--- config.mk ---
export PLATFORM = sky130hd
export DESIGN_NAME = key_gate
export DESIGN_NICKNAME = d
export VERILOG_FILES = /design/src/rtl/key_gate_pkg.sv /design/src/rtl/key_slot.sv /design/src/rtl/win_decode.sv /design/src/rtl/key_gate.sv
export SDC_FILE = /design/constraint.sdc
export NUM_CORES = 1
export LEC_CHECK = 0
export ABC_CLOCK_PERIOD_IN_PS = 5500
export BUFFER_PORTS_ARGS = -buffer_cell sky130_fd_sc_hd__buf_2
export CAP_MARGIN = 20
export CORE_ASPECT_RATIO = 0.8
export CORE_MARGIN = 3
export CORE_UTILIZATION = 41
export CTS_CLUSTER_SIZE = 24
export DETAILED_ROUTE_END_ITERATION = 6
export GPL_ROUTABILITY_DRIVEN = 0
export SLEW_MARGIN = 20
export SYNTH_ARGS = -nofsm -noshare
export SYNTH_HDL_FRONTEND = slang
export SYNTH_HIERARCHICAL = 1
export SYNTH_SLANG_ARGS = --single-unit
export TNS_END_PERCENT = 5
--- constraint.sdc ---
create_clock -name clk_i -period 5.5 [get_ports clk_i]
set_input_delay 1.1 -clock clk_i [delete_from_list [all_inputs] [get_ports clk_i]]
set_output_delay 1.1 -clock clk_i [all_outputs]
set_load 0.05 [all_outputs]
--- src/rtl/key_gate_pkg.sv ---
package key_gate_pkg;
  localparam int unsigned DATA_W   = 32;
  localparam int unsigned NUM_KEYS = 2;

  localparam logic [DATA_W-1:0] KEY_MAGIC [NUM_KEYS] = '{32'h83E7_0B13, 32'h95A4_F1E0};

  // slot offsets: slot 0 at 0x6C, slot 1 follows at +4
  function automatic int unsigned key_ofs(input int unsigned idx);
    return 32'h6C + 4 * idx;
  endfunction
endpackage

--- src/rtl/key_slot.sv ---
module key_slot #(
  parameter int unsigned ADDR_W = 8,
  parameter int unsigned DATA_W = 32,
  parameter int unsigned OFS    = 0,
  parameter logic [DATA_W-1:0] MAGIC = '0
) (
  input  logic              clk_i,
  input  logic              rst_ni,
  input  logic              wr_en_i,
  input  logic [ADDR_W-1:0] wr_addr_i,
  input  logic [DATA_W-1:0] wr_data_i,
  input  logic [ADDR_W-1:0] rd_addr_i,
  output logic              wr_hit_o,
  output logic              rd_hit_o,
  output logic              match_o,
  output logic [DATA_W-1:0] val_o
);
  localparam logic [ADDR_W-1:0] SLOT_ADDR = ADDR_W'(OFS);

  logic [DATA_W-1:0] key_q;

  assign wr_hit_o = (wr_addr_i == SLOT_ADDR);
  assign rd_hit_o = (rd_addr_i == SLOT_ADDR);

  always_ff @(posedge clk_i or negedge rst_ni) begin
    if (!rst_ni)                  key_q <= '0;
    else if (wr_en_i && wr_hit_o) key_q <= wr_data_i;
  end

  assign match_o = (key_q == MAGIC);
  assign val_o   = key_q;
endmodule

--- src/rtl/win_decode.sv ---
module win_decode #(
  parameter int unsigned ADDR_W  = 8,
  parameter int          PROT_LO = 0,
  parameter int          PROT_HI = 'h5C
) (
  input  logic [ADDR_W-1:0] addr_i,
  output logic              in_win_o
);
  int addr_int;
  always_comb begin
    addr_int = int'({1'b0, addr_i});
    in_win_o = (addr_int >= PROT_LO) && (addr_int <= PROT_HI);
  end
endmodule

--- src/rtl/key_gate.sv ---
module key_gate
  import key_gate_pkg::*;
#(
  parameter int unsigned ADDR_W  = 8,
  parameter int          PROT_LO = 0,
  parameter int          PROT_HI = 'h5C
) (
  input  logic              clk_i,
  input  logic              rst_ni,
  input  logic              wr_en_i,
  input  logic [ADDR_W-1:0] wr_addr_i,
  input  logic [31:0]       wr_data_i,
  input  logic [ADDR_W-1:0] rd_addr_i,
  output logic [31:0]       rd_data_o,
  output logic              fwd_wr_o,
  output logic              unlocked_o
);
  logic [NUM_KEYS-1:0] wr_hit, rd_hit, match;
  logic [DATA_W-1:0]   slot_val [NUM_KEYS];
  logic                in_win;
  logic                any_key_wr;

  for (genvar g = 0; g < NUM_KEYS; g++) begin : g_slot
    key_slot #(
      .ADDR_W(ADDR_W),
      .DATA_W(DATA_W),
      .OFS   (key_ofs(g)),
      .MAGIC (KEY_MAGIC[g])
    ) u_slot (
      .clk_i    (clk_i),
      .rst_ni   (rst_ni),
      .wr_en_i  (wr_en_i),
      .wr_addr_i(wr_addr_i),
      .wr_data_i(wr_data_i),
      .rd_addr_i(rd_addr_i),
      .wr_hit_o (wr_hit[g]),
      .rd_hit_o (rd_hit[g]),
      .match_o  (match[g]),
      .val_o    (slot_val[g])
    );
  end

  win_decode #(
    .ADDR_W (ADDR_W),
    .PROT_LO(PROT_LO),
    .PROT_HI(PROT_HI)
  ) u_win (
    .addr_i  (wr_addr_i),
    .in_win_o(in_win)
  );

  assign any_key_wr = |wr_hit;
  assign unlocked_o = &match;
  // slot writes never reach the register file
  assign fwd_wr_o   = wr_en_i && !any_key_wr && (!in_win || unlocked_o);

  always_comb begin
    rd_data_o = '0;
    for (int i = 0; i < NUM_KEYS; i++)
      if (rd_hit[i]) rd_data_o = slot_val[i];
  end
endmodule

==> flow_metrics.tcl <==
set metrics [dict create \
    cts_sinks 64 \
    path_clk_slew_ns 0.07 \
    syn_area_um2 3350 \
    clock_skew_ns 0 \
    p_per_area_nw_per_um2 248 \
    fin_crit_ns 4.22 \
    ys_seq_elements 64 \
    largest_register_ffs 64 \
    ys_async_sr_fraction 1.00 \
    synth_ff_type "dfrtp_1" \
    min_period_over_period 0.766 \
    layout-drive-gt1-share 0.554 \
    avgRoutedWirePerCell_um 18.4 \
    cp-end-kind "output pin" \
    fin_tns_setup_ns 0 \
    max_slew.worst_pin.slew_ns 0.903 \
    vdd_drop_max_mv 0.121 \
    yosysSeqAreaShare 0.478 \
    drtPass1Iterations 4 \
    placed_area_um2 3790 \
    io_buffer_count 84 \
    total_power_w 0.000989 \
    first_iter_violations 105 \
    slew_headroom 0.397 \
    final_nets 359 \
    layout_commonest_cell "buf_2" \
    cp.required_ns 4.40 \
    startpoint_type "input port" \
    finalHoldViolations 0 \
    avgSynthCellArea_um2 15.0 \
    crit_type "input port to output pin" \
    initial_core_util 0.437 \
    syn_nets 275 \
    crit_arrival_ns 3.12 \
    status "finished, final reports clean" \
    synth.distinct_cells 30 \
    vias 2250 \
    fin_area_um2 3980 \
    cts.htree.levels 3 \
    ys_warn_count 6 \
    finalMaxSlewViolations 0 \
    cap_violations 0 \
    fp.dieW_um 107 \
    via_per_inst 5.40 \
    grt_overflow 0 \
    setup_viol_count_final 0 \
    min_path_type "flip-flop to flip-flop" \
    cts_buffers 9 \
    grt_pass1_vias 2309 \
    max_freq_mhz 237 \
    drc 0 \
    grt_pass1_wl_mm 12.5 \
    io_pins 85 \
    cts_hold_buffers 0 \
    cts_tree "yes" \
    wl_mm 7.69 \
    grt_max_degree 65 \
    cts-resized-gates 0 \
    die_y_um 86.9 \
    leakage_nw 2.18 \
    synth_enable_flop_cells 0 \
    dp_hpwl_mm 5.19 \
    clk_latency_ns 0.34 \
    n_antenna_cell 0 \
    design.core.area_um2 7670 \
    die-area_um2 9300 \
    clockBufferDepth 2 \
    post-cts-setup-buffers 0 \
    rsz0062_at_grt "false" \
    crit_fanout 30 \
    synthCells 224 \
    ant_nets 0 \
    cts_root_buffer "clkbuf_8" \
    grt_usage 0.176 \
    num_rows 28 \
    mostFrequentLayoutCells "buf_2 (84), dfrtp_1 (64), mux2_4 (60), a22o_1 (30), clkbuf_8 (10)" \
    grt_antenna_before_repair 0 \
    area_growth_pct 18.7 \
]
[layer usage]
layer / vias up / global-route usage / share of wire / wire, µm
met3: 9 / 0.0504 / 0.064 / 496
met4: 0 / 0.0488 / 0.0085 / 65
met1: 1125 / 0.256 / 0.49 / 3800
li1: 1034 / - / - / -
met2: 82 / 0.258 / 0.43 / 3330
met5: - / 0 / 0 / 0
[cells in the mapped netlist (all sizes together), types with 2 or more instances]
| master | count | area [µm²] |
|---|---|---|
| dfrtp | 64 | 1600 |
| mux2 | 64 | 946 |
| a22o | 30 | 263 |
| buf | 13 | 128 |
| nand4 | 9 | 86.3 |
| nand2 | 6 | 22.5 |
| nor4 | 5 | 31.3 |
| nor2 | 4 | 15.0 |
| nor2b | 4 | 32.5 |
| nor4b | 4 | 50.1 |
| nor4bb | 4 | 40.0 |
| and3 | 2 | 13.8 |
| inv | 2 | 7.51 |
| nand4bb | 2 | 22.5 |
| o21ai | 2 | 10.0 |
[critical path: stages]
cell and delay, ns:
buf_2 0.10, nand4bb_1 0.18, nor4_1 0.40, nor2b_4 0.77, a22o_1 0.27, buf_2 0.27
[path summary, 6_finish.rpt]
check / start / to / slack [ns] / depth (start not counted)
worst min-delay path: g_slot[0].u_slot/val_o[20] / g_slot[0].u_slot/val_o[20] / 0.54 / 1
worst max-delay path: rd_addr_i[7] / rd_data_o[20] / 1.28 / 6
worst max register to register: g_slot[1].u_slot/val_o[29] / g_slot[1].u_slot/val_o[29] / 4.69 / 1
min in group asynchronous: rst_ni / g_slot[1].u_slot/val_o[29] / 0.93 / 2
max in group asynchronous: rst_ni / g_slot[1].u_slot/val_o[23] / 4.02 / 2
worst min register to register: g_slot[0].u_slot/val_o[20] / g_slot[0].u_slot/val_o[20] / 0.54 / 1
[metrics by stage]
| step | hold WS (ns) | utilization | cells | setup slack, ns |
|---|---|---|---|---|
| 2_1_floorplan | 0.495 | - | 224 | 1.79 |
| 3_3_place_gp | 0.520 | 0.494 | 402 | 1.38 |
| 3_5_place_dp | 0.520 | 0.494 | 402 | 1.29 |
| 4_1_cts | 0.540 | 0.519 | 417 | 1.29 |
| 5_1_grt | 0.555 | 0.519 | 417 | 1.13 |
| 6_report | 0.539 | 0.519 | 417 | 1.28 |
[power breakdown]
group	switching [W]	total (W)	internal (W)
Sequential	0.0000202	0.000513	0.000493
Clock	0.000174	0.000391	0.000217
Combinational	0.0000348	0.0000841	0.0000493
Total	0.000229	0.000989	0.000759
[area by class of cell]
class,instances,area [µm²]
tap,105,131
sequential,64,1600
multi-input combinational,145,1620
inverter,2,7.51
fill,673,3690
clock buffer,11,141
timing repair buffer,86,435
clock inverter,4,45.0
[cell families after synthesis]
family          count (synthesis)  share of synthesized area
mux                            64                      0.282
compound gates                 35                     0.0896
buf+inv                        15                     0.0403
flops                          64                      0.478
simple gates                   46                      0.110
No activity file was read; power rests on OpenSTA's default activity.
